File: src/rtl/stdp_pkg.sv
package stdp_pkg;
    typedef enum logic [1:0] {
        ST_IDLE   = 2'd0,
        ST_STEP   = 2'd1,
        ST_COMMIT = 2'd2
    } upd_state_t;

    typedef enum logic [1:0] {
        ADJ_NONE = 2'd0,
        ADJ_UP   = 2'd1,
        ADJ_DOWN = 2'd2
    } adj_kind_t;
endpackage

File: src/rtl/spike_age_timer.sv
module spike_age_timer #(
    parameter int AGE_W = 7
) (
    input  logic             clk,
    input  logic             rst_n,
    input  logic             tick,
    input  logic             spike,
    output logic [AGE_W-1:0] age
);
    localparam logic [AGE_W-1:0] AGE_MAX = {AGE_W{1'b1}};

    always_ff @(posedge clk) begin
        if (!rst_n) begin
            age <= AGE_MAX;
        end else if (spike) begin
            age <= '0;
        end else if (tick && (age != AGE_MAX)) begin
            age <= age + 1'b1;
        end
    end


    age_idle_hold_chk: assert property (@(posedge clk) disable iff (!rst_n)
        (!spike && !tick) |=> $stable(age));


    age_sat_chk: assert property (@(posedge clk) disable iff (!rst_n)
        (!spike && age == AGE_MAX) |=> age == AGE_MAX);
endmodule

File: src/rtl/stdp_pair_judge.sv
module stdp_pair_judge
    import stdp_pkg::*;
#(
    parameter int AGE_W  = 7,
    parameter int WIN_LO = 1,
    parameter int WIN_HI = 80
) (
    input  logic             pre,
    input  logic             post,
    input  logic [AGE_W-1:0] pre_age,
    input  logic [AGE_W-1:0] post_age,
    output adj_kind_t        kind
);
    logic pre_in_win;
    logic post_in_win;

    always_comb begin
        pre_in_win  = (int'(pre_age)  >= WIN_LO) && (int'(pre_age)  <= WIN_HI);
        post_in_win = (int'(post_age) >= WIN_LO) && (int'(post_age) <= WIN_HI);
        kind = ADJ_NONE;
        if (pre && post) begin
            kind = ADJ_NONE;
        end else if (post && pre_in_win) begin
            kind = ADJ_UP;
        end else if (pre && post_in_win) begin
            kind = ADJ_DOWN;
        end
    end
endmodule

File: src/rtl/stdp_step_calc.sv
module stdp_step_calc
    import stdp_pkg::*;
#(
    parameter int W_W   = 12,
    parameter int SHIFT = 6
) (
    input  adj_kind_t      kind,
    input  logic [W_W-1:0] w_cur,
    input  logic [W_W-1:0] w_lo,
    input  logic [W_W-1:0] w_hi,
    output logic [W_W-1:0] w_next
);
    logic [W_W-1:0] step;
    logic [W_W:0]   sum;
    logic [W_W:0]   low_guard;

    always_comb begin
        step = w_cur >> SHIFT;
        if (step == '0) begin
            step = {{(W_W-1){1'b0}}, 1'b1};
        end
        sum       = {1'b0, w_cur} + {1'b0, step};
        low_guard = {1'b0, w_lo} + {1'b0, step};
        w_next    = w_cur;
        unique case (kind)
            ADJ_UP: begin
                w_next = (sum > {1'b0, w_hi}) ? w_hi : sum[W_W-1:0];
            end
            ADJ_DOWN: begin
                w_next = ({1'b0, w_cur} < low_guard) ? w_lo : (w_cur - step);
            end
            default: begin
                w_next = w_cur;
            end
        endcase
    end
endmodule

File: src/rtl/stdp_weight_unit.sv
module stdp_weight_unit
    import stdp_pkg::*;
#(
    parameter int             W_W        = 12,
    parameter int             AGE_W      = 7,
    parameter int             WIN_LO     = 1,
    parameter int             WIN_HI     = 80,
    parameter int             STEP_SHIFT = 6,
    parameter logic [W_W-1:0] W_RESET    = 12'd1024
) (
    input  logic           clk,
    input  logic           rst_n,
    input  logic           tick,
    input  logic           pre_spike,
    input  logic           post_spike,
    input  logic [W_W-1:0] w_floor,
    input  logic [W_W-1:0] w_ceil,
    output logic [W_W-1:0] weight
);
    localparam int N_SIDE = 2;

    logic [N_SIDE-1:0] spk_vec;
    logic [AGE_W-1:0]  age_vec [N_SIDE];

    assign spk_vec = {post_spike, pre_spike};

    for (genvar g = 0; g < N_SIDE; g++) begin : g_age
        spike_age_timer #(.AGE_W(AGE_W)) u_timer (
            .clk   (clk),
            .rst_n (rst_n),
            .tick  (tick),
            .spike (spk_vec[g]),
            .age   (age_vec[g])
        );
    end

    adj_kind_t judge_kind;

    stdp_pair_judge #(
        .AGE_W  (AGE_W),
        .WIN_LO (WIN_LO),
        .WIN_HI (WIN_HI)
    ) u_judge (
        .pre      (pre_spike),
        .post     (post_spike),
        .pre_age  (age_vec[0]),
        .post_age (age_vec[1]),
        .kind     (judge_kind)
    );

    upd_state_t     state_q, state_d;
    adj_kind_t      adj_q;
    logic [W_W-1:0] weight_q;
    logic [W_W-1:0] cand_q;
    logic [W_W-1:0] calc_next;

    stdp_step_calc #(
        .W_W   (W_W),
        .SHIFT (STEP_SHIFT)
    ) u_calc (
        .kind   (adj_q),
        .w_cur  (weight_q),
        .w_lo   (w_floor),
        .w_hi   (w_ceil),
        .w_next (calc_next)
    );

    // State register
    always_ff @(posedge clk) begin
        if (!rst_n) begin
            state_q <= ST_IDLE;
        end else begin
            state_q <= state_d;
        end
    end

    // Transitions
    always_comb begin
        state_d = state_q;
        unique case (state_q)
            ST_IDLE:   state_d = (judge_kind != ADJ_NONE) ? ST_STEP : ST_IDLE;
            ST_STEP:   state_d = ST_COMMIT;
            ST_COMMIT: state_d = ST_IDLE;
            default:   state_d = ST_IDLE;
        endcase
    end

    // Datapath and output registers
    always_ff @(posedge clk) begin
        if (!rst_n) begin
            adj_q    <= ADJ_NONE;
            cand_q   <= W_RESET;
            weight_q <= W_RESET;
        end else begin
            unique case (state_q)
                ST_IDLE: begin
                    if (judge_kind != ADJ_NONE) begin
                        adj_q <= judge_kind;
                    end
                end
                ST_STEP: begin
                    cand_q <= calc_next;
                end
                ST_COMMIT: begin
                    weight_q <= cand_q;
                end
                default: begin
                    adj_q <= ADJ_NONE;
                end
            endcase
        end
    end

    assign weight = weight_q;


    step_to_commit_chk: assert property (@(posedge clk) disable iff (!rst_n)
        (state_q == ST_STEP) |=> (state_q == ST_COMMIT));


    weight_hold_chk: assert property (@(posedge clk) disable iff (!rst_n)
        (state_q != ST_COMMIT) |=> $stable(weight_q));


    weight_bound_chk: assert property (@(posedge clk) disable iff (!rst_n)
        (weight_q >= w_floor) && (weight_q <= w_ceil));


    coincide_idle_chk: assert property (@(posedge clk) disable iff (!rst_n)
        (state_q == ST_IDLE && pre_spike && post_spike) |=> (state_q == ST_IDLE));


    far_pair_idle_chk: assert property (@(posedge clk) disable iff (!rst_n)
        (state_q == ST_IDLE && post_spike && !pre_spike && int'(age_vec[0]) > WIN_HI)
        |=> (state_q == ST_IDLE));


    up_dir_chk: assert property (@(posedge clk) disable iff (!rst_n)
        (state_q == ST_COMMIT && adj_q == ADJ_UP) |=> (weight_q >= $past(weight_q)));


    down_dir_chk: assert property (@(posedge clk) disable iff (!rst_n)
        (state_q == ST_COMMIT && adj_q == ADJ_DOWN) |=> (weight_q <= $past(weight_q)));
endmodule

File: config.mk
export PLATFORM = sky130hd
export DESIGN_NAME = stdp_weight_unit
export DESIGN_NICKNAME = d
export VERILOG_FILES = /design/src/rtl/stdp_pkg.sv /design/src/rtl/spike_age_timer.sv /design/src/rtl/stdp_pair_judge.sv /design/src/rtl/stdp_step_calc.sv /design/src/rtl/stdp_weight_unit.sv
export SDC_FILE = /design/constraint.sdc
export NUM_CORES = 1
export LEC_CHECK = 0
export CORE_MARGIN = 2
export CORE_UTILIZATION = 45
export DETAILED_ROUTE_END_ITERATION = 16
export PLACE_DENSITY = 0.79
export SYNTH_ARGS = -nofsm -noshare
export SYNTH_HDL_FRONTEND = slang
export SYNTH_HIERARCHICAL = 1
export SYNTH_SLANG_ARGS = --single-unit
File: constraint.sdc
create_clock -name clk -period 4 [get_ports clk]
set_clock_uncertainty 0.1 [all_clocks]
set_input_delay 0.6 -clock clk [delete_from_list [all_inputs] [get_ports clk]]
set_output_delay 0.6 -clock clk [all_outputs]
set_load 0.02 [all_outputs]
Word level (Yosys, flattened, before mapping)
Cells that the tools add are included.
{"block": "op_classes", "add_sub_neg": 5, "magnitude_cmp": 6, "n_eq_ne": 7, "mux": 15, "bitwise": 1, "n_reduce_logical": 14}
{"cell": "$mux W7", "count": 4}
{"cell": "$add A12 B12 Y13", "count": 2}
{"cell": "$mux W12", "count": 2}
{"cell": "$pmux W12 S2", "count": 1}
{"cell": "$add A7 B1 Y7 const B", "count": 2}
{"cell": "$ge A7 B1 Y1 const B", "count": 2}
{"cell": "$le A7 B7 Y1 const B", "count": 2}
{"cell": "$ne A7 B7 Y1 const B", "count": 2}
{"cell": "$gt A13 B12 Y1", "count": 1}
{"cell": "$lt A12 B13 Y1", "count": 1}
{"cell": "$logic_not A12 Y1", "count": 1}
{"cell": "$sub A12 B12 Y12", "count": 1}
{"cell": "$mux W2", "count": 4}
{"cell": "$pmux W2 S2", "count": 2}
{"cell": "$logic_and A1 B1 Y1", "count": 7}
{"cell": "$mux W6", "count": 1}
{"cell": "$reduce_bool A2 Y1", "count": 3}
{"cell": "$eq A2 B1 Y1 const B", "count": 2}
{"cell": "$eq A2 B2 Y1 const B", "count": 2}
{"cell": "$logic_not A2 Y1", "count": 1}
{"cell": "$ne A2 B2 Y1 const B", "count": 1}
{"cell": "$reduce_and A2 Y1", "count": 1}
{"cell": "$reduce_or A2 Y1", "count": 1}
{"cell": "$mux W1", "count": 1}
{"cell": "$not A1 Y1", "count": 1}
{"block": "word_totals", "regBits": 42, "inputBits": 29, "output_inout_bits": 12, "elab_cells": 54}

Depth between registers and ports, before layout
{"block": "depth", "ltp_word": 9, "mapped_depth": 23, "ltp_nobuf": 21}

Modules after synthesis
Netlist, hierarchy kept.
{"module": "stdp_step_calc", "instances": 1, "cells_per_inst": 313, "area_each_um2": 2313.5, "seq_area_each_um2": 0.0}
{"module": "stdp_weight_unit", "instances": 1, "cells_per_inst": 101, "area_each_um2": 1106.1, "seq_area_each_um2": 560.5}
{"module": "spike_age_timer", "instances": 2, "cells_per_inst": 33, "area_each_um2": 325.3, "seq_area_each_um2": 140.1}
{"module": "stdp_pair_judge", "instances": 1, "cells_per_inst": 10, "area_each_um2": 77.6, "seq_area_each_um2": 0.0}

Worst setup path before layout
Ideal clock, no wire load.
{"block": "synth_path", "path_kind": "register -> register", "startpoint": "register weight_q[9] (netlist: weight[9])", "endpoint": "register cand_q[5]", "setup_ns": 0.116, "arrival_time_ns": 4.241, "path_slack_ns": -0.457, "stages_incl_launch_ff": 22, "path_buffers": 1, "cell_sequence": "dfxtp_1 -> clkbuf_1 -> inv_1 -> nand3_1 -> o21ai_0 -> ha_1 -> fa_1 -> a211oi_2 -> nor2_1 -> o21a_1 -> nor2_1 -> nor2_1 -> xnor2_1 -> ha_1 -> a21boi_2 -> a311o_1 -> and4_4 -> nor2_4 -> mux2i_1 -> o221ai_1 -> mux2i_1 -> nor2b_1"}
{"block": "synth_between", "elab_chain_len": 6, "elab_cells_between_ends": 10, "cone_classes": "add/sub: 3; order compare: 2; mux: 4; reduce/logical: 1"}
{"element": "start: declaration", "line": "stdp_weight_unit.sv:53", "source": "logic [W_W-1:0] weight_q;"}
{"element": "start signal: assignment", "line": "stdp_weight_unit.sv:105", "source": "weight_q <= cand_q;"}
{"element": "$logic_not A12 Y1", "line": "stdp_step_calc.sv:19", "source": "if (step == '0) begin"}
{"element": "$mux W6", "line": "stdp_step_calc.sv:19"}
{"element": "$add A12 B12 Y13 (on tied branches)", "line": "stdp_step_calc.sv:23, stdp_step_calc.sv:22"}
{"element": "$lt A12 B13 Y1 / $gt A13 B12 Y1 (equally long branches)", "line": "stdp_step_calc.sv:30, stdp_step_calc.sv:27"}
{"element": "$mux W12 (on tied branches)", "line": "stdp_step_calc.sv:30, stdp_step_calc.sv:27"}
{"element": "$pmux W12 S2 *", "line": "stdp_step_calc.sv:25", "source": "unique case (kind)"}
{"element": "via calc_next[5]", "line": "stdp_weight_unit.sv:55", "source": "logic [W_W-1:0] calc_next;"}
{"element": "end signal: assignment", "line": "stdp_weight_unit.sv:102", "source": "cand_q <= calc_next;"}
{"element": "end: declaration", "line": "stdp_weight_unit.sv:54", "source": "logic [W_W-1:0] cand_q;"}
Mark *: on every way through the listed nets, which the timed path passes. The rest lies on a longest branch.
A chain may end at the register's enable or synchronous reset.

Worst setup path after layout
{"block": "layout_path", "startpoint": "register weight_q[7] (netlist: weight[7])", "endpoint": "register cand_q[4]"}
The elaborated chain is that of the path after synthesis.

==> impl_summary.md <==
Worst setup path
The maximum fanout along the worst path is 8. The required arrival time at the worst endpoint is around 4.1 ns. The capturing element type of the critical path is a register. The data arrival time of the critical path is 4.35 ns. Walking the worst path, the cells encountered are nor2_4 -> nand3_4 -> o21ai_4 -> ha_4 -> inv_2 -> fa_2 -> o21bai_4 -> a2111oi_4 -> nor2b_2 -> nand3_2 -> xnor2_2 -> ha_1 -> nand3_1 -> nor4_2 -> a21oi_2 -> a21oi_4 -> buf_12 -> mux2i_1 -> buf_4 -> o211ai_1 -> mux2i_1 -> nor2b_1.

The master of the slowest instance on the critical path is fa_2. STA classifies the critical path startpoint as a register. Counting stages on the worst path, the most repeated cell is mux2i_1. The category of the most critical setup path is reg2reg. The largest incremental delay on the critical path is between 0.3 and 0.4 ns.

STA
At the pin with the least slew margin, the transition time is 0.8607 ns. Setup repair after global routing could not meet its margin everywhere. The final setup violation count is 12. The smallest clock period supported by the final layout is computed as 4.261 ns. The hold violation total from the final report is 0. The final clock period utilization by the worst path is 106.5%. The final-layout setup total negative slack is -2.588 ns. The total count of max-transition violations in the final report is 0. Static timing analysis puts the maximum clock frequency at 234.7 MHz.

After layout, the worst setup slack is -0.2608 ns. The relative slew slack is 42.62%.

Detailed routing
In this run the remaining antenna-violating nets after routing total 0. The number of design rule violations left after detail routing is 0. The detail-routed via count per cell is 5.820. The final layout contains routed wiring with a total length of around 12000 um.

The detailed router placed 4080 vias in this run. The number of design-rule violations left by the first detailed-router iteration is 202. The number of search-and-repair iterations in the first detailed-routing pass is 5. The wire length per cell after detailed routing is 17.62 um.

Pwr
For this design the total switching power over the nets is slightly below 0.3 mW. The cell area power density is roughly 180 nW/um^2. The switching part of the total power is 29.92%.

The total power after layout is around 0.99 mW. The leakage power is around 2.2 nW. The fraction of power consumed by sequential logic is a little under half. The combinational cell fraction of total power is 24.5%.

The maximum ir drop on the vdd rail is 301.6 uV. The portion of total power attributed to the clock network is between 30% and 40%. The internal power component is between 0.6 and 0.7 mW.

Die
The core region is slightly above 9000 um^2. The number of ports placed on the die boundary is 41. The floorplan has 35 rows.

The die is 100.0 um wide. The die is roughly 100 um tall. The initial utilization of the core area, before any placement, comes to 45.54%. The area of the die is roughly 10000 um^2.

Synth
Yosys mapped the design onto around 70 distinct sky130hd cell types. Of the synthesized area, sequential elements account for between 20% and 30%. The synthesized netlist net count is 571. The yosys synthesis warning count is 6. For this run, asynchronously set or reset flops after synthesis account for 0%.

The number of enable-type register cells in the synthesized netlist is 0. In this run the biggest area consumer among cell types represents ~20% of the synthesized area. The synthesized design spends more area on one cell type than any other, namely dfxtp_1. After synthesis, the mean cell area works out to around 8.5 um^2. In the synthesized netlist the dominant register cell turns out to be dfxtp_1. The gate count after technology mapping is between 400 and 500.

In the post-synthesis netlist, the biggest area contributors are dfxtp_1 20%, ha_1 15%, mux2i_1 11%. The synthesized design contains 42 register bits. The synthesized cell area is approximately 4100 um^2.

Finish
The area of all placed cells without fillers is ~5400 um^2. The area growth from synthesis to layout is 30.89%. The diode insertion count for antenna repair is 0.

The flip-flop and latch area is approximately 850 um^2. The number of nets in the finished design is between 600 and 700. The multi-input combinational cells in the finished layout cover a total of about 3200 um^2. The post-route netlist has about 24% of its cells at a drive strength greater than 1. Cells fill 59.60% of the core in the end. The filler cell count is roughly 800.

Clocking
The deepest clock path buffer count is 2. Counting every sink on the clock net gives 42. After clock tree synthesis, the clock-pin slew on the worst setup and hold paths is roughly 0.09 ns. The clock latency of the later-clocked register in the worst-skew pair is about 0.3 ns. CTS built an H-tree with a depth of 2. The number of buffers inserted during clock tree synthesis is 5. TritonCTS built the clock tree.

The root buffer selected by CTS is clkbuf_8.

Hold path
The type of the worst min-delay path is reg2reg.

Placement
After detailed placement, the total cell area comes to between 5000 and 6000 um^2. The placed wire-length estimate after detailed placement is between 9000 and 10000 um. Port buffering added 40 buffers. The last weighted congestion value of the routability-driven placer is 0.9749. At the placement stage, the worst setup path has a slack of -0.6120 ns.

Outcome
The checks that failed: setup timing. The flow ran to the end, but the final reports show violations.

Global routing
The total routing usage reported by global routing is between 20% and 30%. Global routing finished with a remaining overflow of 0. The initial antenna violation count was 0. The number of global-route vias before repair is approximately 4000.

The largest net degree at the start of global routing is 24. The first global-routing pass estimated about 19000 um of wire.

Flow run
Across the run, the number of max-cap violations was 0.
[routing by layer]
metal,GRT usage (%),routed length [um],vias up
li1,-,-,1964
met4,9.800,479,0
met2,42.67,6030,154
met1,29.89,5259,1921
met5,0,0,-
met3,3.412,585,41
[logic make-up after synthesis]
kind of cell | Yosys count | share of synthesized area [%]
AND/OR/NAND/NOR | 148 | 20.15
AO/OA/AOI/OAI | 115 | 19.97
buffers and inverters | 58 | 6.214
adder cells (fa/ha/maj) | 52 | 16.23
multiplexers | 44 | 10.62
flip-flops | 42 | 20.27
XOR/XNOR | 31 | 6.546
[path summary, 6_finish.rpt]
| kind | endpoint | slack (ns) | start | cells after the start |
|---|---|---|---|---|
| setup reg to reg | cand_q[4] | -0.26 | weight[7] | 22 |
| hold / removal | cand_q[10] | 0.38 | cand_q[10] | 2 |
| setup / recovery | cand_q[4] | -0.26 | weight[7] | 22 |
| hold reg to reg | cand_q[10] | 0.38 | cand_q[10] | 2 |
[worst max-delay path, delay by kind of cell, from the launching register on]
kind,cells,cell delay [ns]
xor+xnor,1,0.16
simple gates,7,1.07
compound gates,6,0.88
fa+ha+maj,3,0.85
buf+inv,3,0.36
mux,2,0.37
flops,1,0.34
[sequential cells by signal, indices dropped and copies added (netlist names)]
signal	flops
g_age.u_timer/age	14
cand_q	12
weight	12
adj_q	2
state_q	2
[area by class of cell]
type	instances	share of cell area [%]
clock inverters	1	0.1613
inverters	40	2.766
multi-input cells	390	59.81
clock buffers	7	1.590
well taps	111	2.558
flip-flops and latches	42	15.67
repair buffers	110	17.45
[synth_stat cells (2+ instances only)]
library cell  instances
and2_1                5
nor3_2                2
a211oi_1              2
nor2_1               22
buf_2                 3
nor2b_1              31
nor3_1                5
and3_1                4
or4_4                 2
inv_1                39
a21oi_1              21
a41oi_1               2
nand4_1               7
o211ai_1             10
nand2b_1              3
and2b_1               2
a2111oi_1             2
or4_1                 3
o21a_1                3
dfxtp_1              42
o311ai_1              4
nand3_1              18
mux2i_1              44
and3_2                4
buf_6                 3
a21o_1                6
xnor2_1              19
clkbuf_1              8
o21ai_0              31
o21ai_2               3
fa_1                  3
ha_1                 49
o22ai_1               4
nand2_1              24
xor2_1               12
o21ai_1               2
o221ai_1              5
nand3_2               2
nor4_1                5
o21bai_1              3
[through the flow]
stage / hold WS, ns / std cells
final: 0.3777 / 701
after global routing: 0.4056 / 701
after CTS: 0.3831 / 694
after detailed placement: 0.3617 / 681
after global placement: 0.3579 / 681
after floorplan: 0.3412 / 490
[power by group through the flow]
stage	clock (mW)	combinational, mW	sequential, mW
after floorplan	0	0.140	0.456
after global placement	0	0.219	0.459
after detailed placement	0	0.229	0.460
after CTS	0.306	0.235	0.450
after global routing	0.323	0.263	0.453
final	0.299	0.243	0.450
[cells in the final DEF (no fill, tap or decap), types with 4 or more instances in the layout]
cell	synthesis	final
dfxtp_1	42	38
nor4_1	5	4
o22ai_1	4	4
inv_1	39	36
and3_1	4	4
o21ai_2	3	4
nor2b_1	31	31
mux2i_1	44	37
nand3_1	18	15
and3_2	4	4
nand2_1	24	24
nor2_1	22	17
ha_1	49	47
nand4_1	7	7
o311ai_1	4	4
and2_1	5	5
clkbuf_8	0	6
clkdlybuf4s50_1	0	38
nor3_1	5	5
o211ai_1	10	10
a21oi_2	1	6
a21o_1	6	6
o221ai_1	5	5
o21ai_0	31	28
buf_4	1	66
mux2i_2	0	4
nand3_2	2	4
xnor2_1	19	16
a21oi_1	21	16
xor2_1	12	12
[repair_timing]
| action | CTS | global route |
|---|---|---|
| pin swaps | 15 | 23 |
| hold buffers | 0 | 0 |
| buffers inserted | 5 | 8 |
| endpoints found under the setup margin | 12 | 12 |
| gates resized for setup | 22 | 18 |
Power figures use the tool's default switching activity.
